File: src/rtl/lg_pkg.sv
package lg_pkg;
    localparam int COST_W = 8;

    typedef enum logic [1:0] {
        ST_IDLE   = 2'd0,
        ST_SWEEP  = 2'd1,
        ST_FINISH = 2'd2
    } lg_state_e;
endpackage

File: src/rtl/lg_cost_store.sv
module lg_cost_store #(
    parameter int B     = 3,
    parameter int N     = 3,
    parameter int SEL_W = 2
) (
    input  logic                         clk,
    input  logic                         rst_n,
    input  logic                         locked,
    input  logic                         wr_en,
    input  logic [SEL_W-1:0]             wr_sel,
    input  logic [B-1:0]                 wr_addr,
    input  logic [lg_pkg::COST_W-1:0]    wr_data,
    input  logic [B-1:0]                 rd_cand,
    input  logic [N*B-1:0]               rd_err_idx,
    output logic [lg_pkg::COST_W-1:0]    prior_cost,
    output logic [N*lg_pkg::COST_W-1:0]  err_cost_flat
);
    localparam int CW    = lg_pkg::COST_W;
    localparam int DEPTH = 1 << B;

    logic [CW-1:0] prior_d [DEPTH];
    logic [CW-1:0] prior_q [DEPTH];
    logic [CW-1:0] err_d   [N][DEPTH];
    logic [CW-1:0] err_q   [N][DEPTH];

    always_comb begin
        prior_d = prior_q;
        err_d   = err_q;
        if (wr_en && !locked) begin
            if (wr_sel == '0) begin
                prior_d[wr_addr] = wr_data;
            end
            for (int j = 0; j < N; j++) begin
                if (wr_sel == SEL_W'(j + 1)) begin
                    err_d[j][wr_addr] = wr_data;
                end
            end
        end
    end

    always_ff @(posedge clk or negedge rst_n) begin
        if (!rst_n) begin
            for (int a = 0; a < DEPTH; a++) begin
                prior_q[a] <= '0;
                for (int j = 0; j < N; j++) begin
                    err_q[j][a] <= '0;
                end
            end
        end else begin
            prior_q <= prior_d;
            err_q   <= err_d;
        end
    end

    assign prior_cost = prior_q[rd_cand];

    for (genvar j = 0; j < N; j++) begin : g_err_rd
        assign err_cost_flat[j*CW +: CW] = err_q[j][rd_err_idx[j*B +: B]];
    end

    // a write attempted during a sweep leaves the prior entry untouched
    a_r7_prior_locked: assert property (@(posedge clk) disable iff (!rst_n)
        (locked && wr_en) |=> (prior_q[$past(wr_addr)] == $past(prior_q[wr_addr])));
endmodule

File: src/rtl/lg_word_metric.sv
module lg_word_metric #(
    parameter int B  = 3,
    parameter int N  = 3,
    parameter int MW = 10
) (
    input  logic [B-1:0]                 cand,
    input  logic [N*B-1:0]               obs_flat,
    input  logic [lg_pkg::COST_W-1:0]    prior_cost,
    input  logic [N*lg_pkg::COST_W-1:0]  err_cost_flat,
    output logic [N*B-1:0]               err_idx_flat,
    output logic [MW-1:0]                metric
);
    localparam int CW = lg_pkg::COST_W;

    always_comb begin
        for (int j = 0; j < N; j++) begin
            err_idx_flat[j*B +: B] = obs_flat[j*B +: B] - cand;
        end
        metric = MW'(prior_cost);
        for (int j = 0; j < N; j++) begin
            metric = metric + MW'(err_cost_flat[j*CW +: CW]);
        end
    end
endmodule

File: src/rtl/lg_cs_bank.sv
module lg_cs_bank #(
    parameter int B  = 3,
    parameter int MW = 10
) (
    input  logic            clk,
    input  logic            rst_n,
    input  logic            init,
    input  logic            upd,
    input  logic [B-1:0]    cand,
    input  logic [MW-1:0]   metric,
    output logic [B*MW-1:0] min0_flat,
    output logic [B*MW-1:0] min1_flat
);
    logic [MW-1:0] min0_d [B];
    logic [MW-1:0] min0_q [B];
    logic [MW-1:0] min1_d [B];
    logic [MW-1:0] min1_q [B];

    always_comb begin
        min0_d = min0_q;
        min1_d = min1_q;
        for (int i = 0; i < B; i++) begin
            if (init) begin
                min0_d[i] = '1;
                min1_d[i] = '1;
            end else if (upd) begin
                if (cand[i]) begin
                    if (metric < min1_q[i]) min1_d[i] = metric;
                end else begin
                    if (metric < min0_q[i]) min0_d[i] = metric;
                end
            end
        end
    end

    always_ff @(posedge clk or negedge rst_n) begin
        if (!rst_n) begin
            for (int i = 0; i < B; i++) begin
                min0_q[i] <= '1;
                min1_q[i] <= '1;
            end
        end else begin
            min0_q <= min0_d;
            min1_q <= min1_d;
        end
    end

    for (genvar i = 0; i < B; i++) begin : g_cs
        assign min0_flat[i*MW +: MW] = min0_q[i];
        assign min1_flat[i*MW +: MW] = min1_q[i];

        // running minima never grow during a sweep
        a_r4_min_monotone: assert property (@(posedge clk) disable iff (!rst_n)
            upd |=> ((min0_q[i] <= $past(min0_q[i])) && (min1_q[i] <= $past(min1_q[i]))));
    end
endmodule

File: src/rtl/lg_folded_llr.sv
module lg_folded_llr #(
    parameter int B     = 3,
    parameter int N     = 3,
    parameter int MW    = $clog2((N + 1) * ((1 << lg_pkg::COST_W) - 1) + 1),
    parameter int LW    = MW + 1,
    parameter int SEL_W = $clog2(N + 1)
) (
    input  logic                      clk,
    input  logic                      rst_n,
    input  logic                      wr_en,
    input  logic [SEL_W-1:0]          wr_sel,
    input  logic [B-1:0]              wr_addr,
    input  logic [lg_pkg::COST_W-1:0] wr_data,
    input  logic                      start,
    input  logic [N*B-1:0]            obs_flat,
    output logic                      busy,
    output logic                      done,
    output logic [B*LW-1:0]           llr_flat,
    output logic [B-1:0]              hard
);
    import lg_pkg::*;
    localparam int CW = COST_W;

    typedef struct packed {
        lg_state_e        st;
        logic [B-1:0]     cand;
        logic [N*B-1:0]   obs;
        logic             done;
        logic [B*LW-1:0]  llr;
        logic [B-1:0]     hard;
    } ctrl_t;

    ctrl_t ctrl_d, ctrl_q;
    logic                cs_init, cs_upd;
    logic [CW-1:0]       prior_cost;
    logic [N*CW-1:0]     err_cost_flat;
    logic [N*B-1:0]      err_idx_flat;
    logic [MW-1:0]       metric;
    logic [B*MW-1:0]     min0_flat, min1_flat;
    logic signed [LW-1:0] diff_v;

    assign busy = (ctrl_q.st != ST_IDLE);

    lg_cost_store #(.B(B), .N(N), .SEL_W(SEL_W)) i_store (
        .clk(clk), .rst_n(rst_n), .locked(busy),
        .wr_en(wr_en), .wr_sel(wr_sel), .wr_addr(wr_addr), .wr_data(wr_data),
        .rd_cand(ctrl_q.cand), .rd_err_idx(err_idx_flat),
        .prior_cost(prior_cost), .err_cost_flat(err_cost_flat)
    );

    lg_word_metric #(.B(B), .N(N), .MW(MW)) i_metric (
        .cand(ctrl_q.cand), .obs_flat(ctrl_q.obs),
        .prior_cost(prior_cost), .err_cost_flat(err_cost_flat),
        .err_idx_flat(err_idx_flat), .metric(metric)
    );

    lg_cs_bank #(.B(B), .MW(MW)) i_cs (
        .clk(clk), .rst_n(rst_n), .init(cs_init), .upd(cs_upd),
        .cand(ctrl_q.cand), .metric(metric),
        .min0_flat(min0_flat), .min1_flat(min1_flat)
    );

    always_comb begin
        ctrl_d      = ctrl_q;
        ctrl_d.done = 1'b0;
        cs_init     = 1'b0;
        cs_upd      = 1'b0;
        diff_v      = '0;
        case (ctrl_q.st)
            ST_IDLE: begin
                if (start) begin
                    ctrl_d.st   = ST_SWEEP;
                    ctrl_d.cand = '0;
                    ctrl_d.obs  = obs_flat;
                    cs_init     = 1'b1;
                end
            end
            ST_SWEEP: begin
                cs_upd = 1'b1;
                if (ctrl_q.cand == {B{1'b1}}) begin
                    ctrl_d.st = ST_FINISH;
                end else begin
                    ctrl_d.cand = ctrl_q.cand + B'(1);
                end
            end
            ST_FINISH: begin
                for (int i = 0; i < B; i++) begin
                    diff_v = LW'(min0_flat[i*MW +: MW]) - LW'(min1_flat[i*MW +: MW]);
                    ctrl_d.llr[i*LW +: LW] = diff_v;
                    ctrl_d.hard[i]         = (diff_v > 0);
                end
                ctrl_d.done = 1'b1;
                ctrl_d.st   = ST_IDLE;
            end
            default: ctrl_d.st = ST_IDLE;
        endcase
    end

    always_ff @(posedge clk or negedge rst_n) begin
        if (!rst_n) begin
            ctrl_q <= '{st: ST_IDLE, cand: '0, obs: '0, done: 1'b0, llr: '0, hard: '0};
        end else begin
            ctrl_q <= ctrl_d;
        end
    end

    assign done     = ctrl_q.done;
    assign llr_flat = ctrl_q.llr;
    assign hard     = ctrl_q.hard;

    // an idle start raises busy on the next cycle
    a_r2_start_busy: assert property (@(posedge clk) disable iff (!rst_n)
        (start && !busy) |=> busy);
    // done lasts one cycle and never overlaps busy
    a_r2_done_pulse: assert property (@(posedge clk) disable iff (!rst_n)
        done |=> !done);
    a_r2_done_idle: assert property (@(posedge clk) disable iff (!rst_n)
        done |-> !busy);
    // a start during the sweep does not end or restart it
    a_r8_start_ignored: assert property (@(posedge clk) disable iff (!rst_n)
        (busy && ctrl_q.st == ST_SWEEP && start) |=> busy);
    // results move only together with done
    a_r9_hold: assert property (@(posedge clk) disable iff (!rst_n)
        !done |-> ($stable(llr_flat) && $stable(hard)));
endmodule

File: config.mk
export PLATFORM = sky130hd
export DESIGN_NAME = lg_folded_llr
export DESIGN_NICKNAME = d
export VERILOG_FILES = /design/src/rtl/lg_pkg.sv /design/src/rtl/lg_cost_store.sv /design/src/rtl/lg_word_metric.sv /design/src/rtl/lg_cs_bank.sv /design/src/rtl/lg_folded_llr.sv
export SDC_FILE = /design/constraint.sdc
export NUM_CORES = 1
export LEC_CHECK = 0
export BUFFER_PORTS_ARGS = -buffer_cell sky130_fd_sc_hd__buf_4
export CAP_MARGIN = 25
export CORE_UTILIZATION = 55
export DETAILED_ROUTE_END_ITERATION = 10
export PLACE_DENSITY = 0.72
export SLEW_MARGIN = 10
export SYNTH_ARGS = -nofsm -noshare
export SYNTH_HDL_FRONTEND = slang
export SYNTH_SLANG_ARGS = --single-unit
File: constraint.sdc
create_clock -name clk -period 20 [get_ports clk]
set_input_delay 3 -clock clk [delete_from_list [all_inputs] [get_ports clk]]
set_output_delay 3 -clock clk [all_outputs]
set_load 0.03 [all_outputs]
==> results_tabular.tex <==
\begin{tabular}{lr}
\hline
Metric & Value \\
\hline
\multicolumn{2}{l}{\textbf{Run status}} \\
\quad Result of the run & finished, violations left \\
\quad Violated checks & design-rule violations \\
\multicolumn{2}{l}{\textbf{Worst setup path}} \\
\quad WP data required & approximately 20 ns \\
\quad Peak fanout along the critical path & 19 \\
\quad Startpoint of the most critical register-to-register path & ctrl\_q[47] \\
\quad Number of cells on the worst reg-to-reg path & 25 \\
\quad Register-to-register path setup slack & 11.95 ns \\
\quad Endpoint of the worst register-to-register path & i\_cs.min0\_flat[10] \\
\quad Endpoint kind of the worst setup timing path & flop \\
\quad Classification of the worst setup path & reg2reg \\
\quad Data arrival, critical path & $\sim$8.5 ns \\
\quad Launch point of the worst path & ctrl\_q[47] \\
\quad Startpoint kind of the worst setup timing path & flop \\
\multicolumn{2}{l}{\textbf{Drt}} \\
\quad Wire length reported by the detailed router & about 44,000 um \\
\quad Initial DRT Pass Iterations & 8 \\
\quad DRT iter0 DRCs & between 600 and 700 \\
\quad Vias post-DR & approximately 12,000 \\
\quad Post-route DRC & 24 \\
\quad DR vias/cell & 5.89 \\
\quad WL per Instance & 20.7 um \\
\quad Number of antenna-violating nets in the routed design & 0 \\
\multicolumn{2}{l}{\textbf{STA}} \\
\quad Count of final hold-check violations & 0 \\
\quad Share of the clock period used by the worst path after layout & 0.403 \\
\quad Min Tclk post-route & between 8 and 9 ns \\
\quad Top achievable clock speed & about 120 MHz \\
\quad RSZ-0062 raised after global routing & no \\
\quad Fin Setup TNS & 0 ns \\
\quad Number of slew-limit violations in the final report & 0 \\
\quad Actual slew at the worst max-slew pin & 0.956 ns \\
\quad Max Clock Skew & between 0.015 and 0.02 ns \\
\quad Max transition margin & 0.362 \\
\quad Final setup violation count & 0 \\
\multicolumn{2}{l}{\textbf{Hold path}} \\
\quad Worst hold start & llr\_flat[5] \\
\quad HP Class & reg2reg \\
\quad Min-Delay Endpoint & llr\_flat[5] \\
\quad Hold path depth & 2 \\
\multicolumn{2}{l}{\textbf{Floorplan}} \\
\quad \# rows & slightly below 70 \\
\quad Starting Density & 0.561 \\
\quad Vertical die dimension & slightly below 200 um \\
\quad Top-Level Pins & 64 \\
\quad Width of the die & around 190 um \\
\quad Core area & 35,700 sq um \\
\quad Area of the die & around 37,000 sq um \\
\multicolumn{2}{l}{\textbf{CTS}} \\
\quad Clock slew at reported path FFs & around 0.060 ns \\
\quad Clock tree from TritonCTS & built \\
\quad CTS hold repair buffers & 0 \\
\quad CTS H-tree lvls & 2 \\
\quad Latest clock arrival within the worst-skew pair & about 0.56 ns \\
\quad Buffers inserted during post-CTS setup optimization & 0 \\
\quad Root buffer selected by CTS & sky130\_fd\_sc\_hd\_\_clkbuf\_16 \\
\quad Number of buffers added by the clock tree synthesis step & 41 \\
\quad Post-cts gate resize count & 0 \\
\quad Clock sinks & roughly 370 \\
\quad Maximum buffer depth of the clock tree & 3 \\
\multicolumn{2}{l}{\textbf{Flow run}} \\
\quad Number of maximum-capacitance violations & 0 \\
\multicolumn{2}{l}{\textbf{Finish}} \\
\quad Synth-to-Final Area Change & 9.92\% \\
\quad Number of nets at the end of the flow & between 1,500 and 2,000 \\
\quad Diodes inserted & 0 \\
\quad Share of post-route cells with drive strength above 1 & 0.366 \\
\multicolumn{2}{l}{\textbf{Synthesis}} \\
\quad Synth cell count leaders & sky130\_fd\_sc\_hd\_\_dfrtp\_1 (307), sky130\_fd\_sc\_hd\_\_mux2\_2 (282), sky130\_fd\_sc\_hd\_\_nand2\_1 (111) \\
\quad Most frequently used cell type in the post-synthesis netlist & sky130\_fd\_sc\_hd\_\_dfrtp\_1 \\
\quad Primary FF master, synth & sky130\_fd\_sc\_hd\_\_dfrtp\_1 \\
\quad Post-synthesis net count & between 1,500 and 2,000 \\
\quad Instance count of the mapped netlist & $\sim$1,600 \\
\quad Count of different cell masters after synthesis & 76 \\
\quad Combined area of all synthesized cells & 20,000 sq um \\
\quad Number of register bits inferred by synthesis & 367 \\
\quad Sequential-to-total area share from yosys stat & 0.462 \\
\quad Post-Syn Area per Cell & approximately 12 sq um \\
\quad Top cells by area in the synthesized netlist & sky130\_fd\_sc\_hd\_\_dfrtp\_1 (38\%), sky130\_fd\_sc\_hd\_\_mux2\_2 (16\%), sky130\_fd\_sc\_hd\_\_dfstp\_2 (7.9\%) \\
\quad Yosys top cell area share & 0.383 \\
\quad Post-synth EDFFs & 0 \\
\quad Cell type with the highest aggregate area in the netlist & sky130\_fd\_sc\_hd\_\_dfrtp\_1 \\
\quad Total number of yosys warnings & 0 \\
\quad Async set-or-reset flop fraction in the synthesized netlist & 1.00 \\
\multicolumn{2}{l}{\textbf{Global routing}} \\
\quad Antenna violations before repair & 0 \\
\quad Pin count of the biggest net entering global routing & 96 \\
\quad GRT overflow & 0 \\
\quad First-pass GRT wire length & between 70,000 and 80,000 um \\
\quad Overall fraction of global-route tracks in use & 0.246 \\
\quad Via count of the first global-routing pass & between 10,000 and 15,000 \\
\multicolumn{2}{l}{\textbf{Place}} \\
\quad Final HPWL from detailed placement & between 20,000 and 30,000 um \\
\quad Count of buffers inserted at the top-level ports & between 60 and 70 \\
\quad RD Place Congestion & roughly 0.85 \\
\hline
\end{tabular}
[cell families (layout without fill, tap and decap cells)]
family / after synthesis / after routing / share of synthesized area
buffers and inverters: 208 / 259 / 0.0489
adder cells (fa/ha/maj): 121 / 121 / 0.0815
multiplexers: 396 / 396 / 0.255
AO/OA/AOI/OAI: 199 / 199 / 0.0664
AND/OR/NAND/NOR: 284 / 284 / 0.0704
XOR/XNOR: 34 / 34 / 0.0152
flip-flops: 367 / 367 / 0.462
[placed cells by master, fill, tap and decap left out, types with 32 or more instances in the layout]
cell and n:
sky130_fd_sc_hd__clkbuf_16 41, sky130_fd_sc_hd__dfstp_2 60, sky130_fd_sc_hd__nor2_1 44, sky130_fd_sc_hd__nand2_1 110, sky130_fd_sc_hd__dfrtp_1 307, sky130_fd_sc_hd__mux2_2 282, sky130_fd_sc_hd__buf_4 84, sky130_fd_sc_hd__mux4_2 64
sky130_fd_sc_hd__a21oi_1 32, sky130_fd_sc_hd__ha_1 105, sky130_fd_sc_hd__inv_1 97, sky130_fd_sc_hd__o21ai_0 58, sky130_fd_sc_hd__mux2i_1 50
[state kept, by name (all words and copies together) (netlist names)]
name / cells
hard: 3
i_cs.min0_flat: 30
i_store.err_q: 192
i_store.prior_q: 64
ctrl_q: 14
done: 1
i_cs.min1_flat: 30
llr_flat: 33
[worst max-delay path by stage]
| stage | end | slack [ns] | depth (start not counted) |
|---|---|---|---|
| finish | i_cs.min0_flat[10] | 11.95 | 25 |
| global route | i_cs.min0_flat[10] | 11.43 | 29 |
| CTS | i_cs.min0_flat[10] | 12.03 | 25 |
| global placement | i_cs.min1_flat[1] | 12.10 | 22 |
| detailed placement | i_cs.min1_flat[21] | 12.06 | 24 |
| floorplan | i_cs.min0_flat[18] | 13.23 | 27 |
[worst max-delay path, stage by stage (launching register included)]
cell and delay, ns:
sky130_fd_sc_hd__dfrtp_1 0.92, sky130_fd_sc_hd__inv_1 0.41, sky130_fd_sc_hd__fa_1 0.54, sky130_fd_sc_hd__xnor2_2 0.16, sky130_fd_sc_hd__buf_4 0.28, sky130_fd_sc_hd__mux4_2 0.33
sky130_fd_sc_hd__mux2_2 0.30, sky130_fd_sc_hd__ha_1 0.22, sky130_fd_sc_hd__inv_1 0.08, sky130_fd_sc_hd__fa_1 0.44, sky130_fd_sc_hd__fa_1 0.57, sky130_fd_sc_hd__inv_1 0.05
sky130_fd_sc_hd__ha_1 0.22, sky130_fd_sc_hd__fa_1 0.40, sky130_fd_sc_hd__a21o_1 0.18, sky130_fd_sc_hd__a21oi_1 0.27, sky130_fd_sc_hd__o211ai_1 0.17, sky130_fd_sc_hd__xor2_1 0.16
sky130_fd_sc_hd__buf_4 0.25, sky130_fd_sc_hd__ha_1 0.28, sky130_fd_sc_hd__a21o_1 0.16, sky130_fd_sc_hd__a21o_1 0.16, sky130_fd_sc_hd__a2111oi_0 0.46, sky130_fd_sc_hd__o211a_1 0.59
sky130_fd_sc_hd__mux2i_1 0.24, sky130_fd_sc_hd__nand2_1 0.08
[layer usage]
metal | track usage | share of wire | up-vias
met5 | 0 | 0 | -
met4 | 0.0669 | 0.020 | 0
met3 | 0.0326 | 0.035 | 57
met2 | 0.408 | 0.49 | 229
met1 | 0.340 | 0.46 | 6422
li1 | - | - | 5787
[layout make-up]
type	instances	area [sq um]
Multi-Input combinational cell	1034	9810
Tap cell	461	577
Fill cell	2849	13700
Sequential cell	367	9260
Clock buffer	63	1200
Inverter	97	364
Clock inverter	11	105
Timing Repair Buffer	88	712
[stage by stage]
stage	setup slack (ns)	cell area [sq um]	utilization	std cells	hold slack, ns
2_1_floorplan	13.23	20000	-	1609	0.447
3_3_place_gp	12.10	20600	0.577	2041	0.462
3_5_place_dp	12.06	20700	0.578	2044	0.466
4_1_cts	12.03	22000	0.615	2118	0.481
5_1_grt	11.43	22000	0.616	2121	0.511
6_report	11.95	22000	0.616	2121	0.476
Power is left out: the tool's default activity adds up to more than one toggle a clock period on the data nets, which glitch-free logic cannot reach.
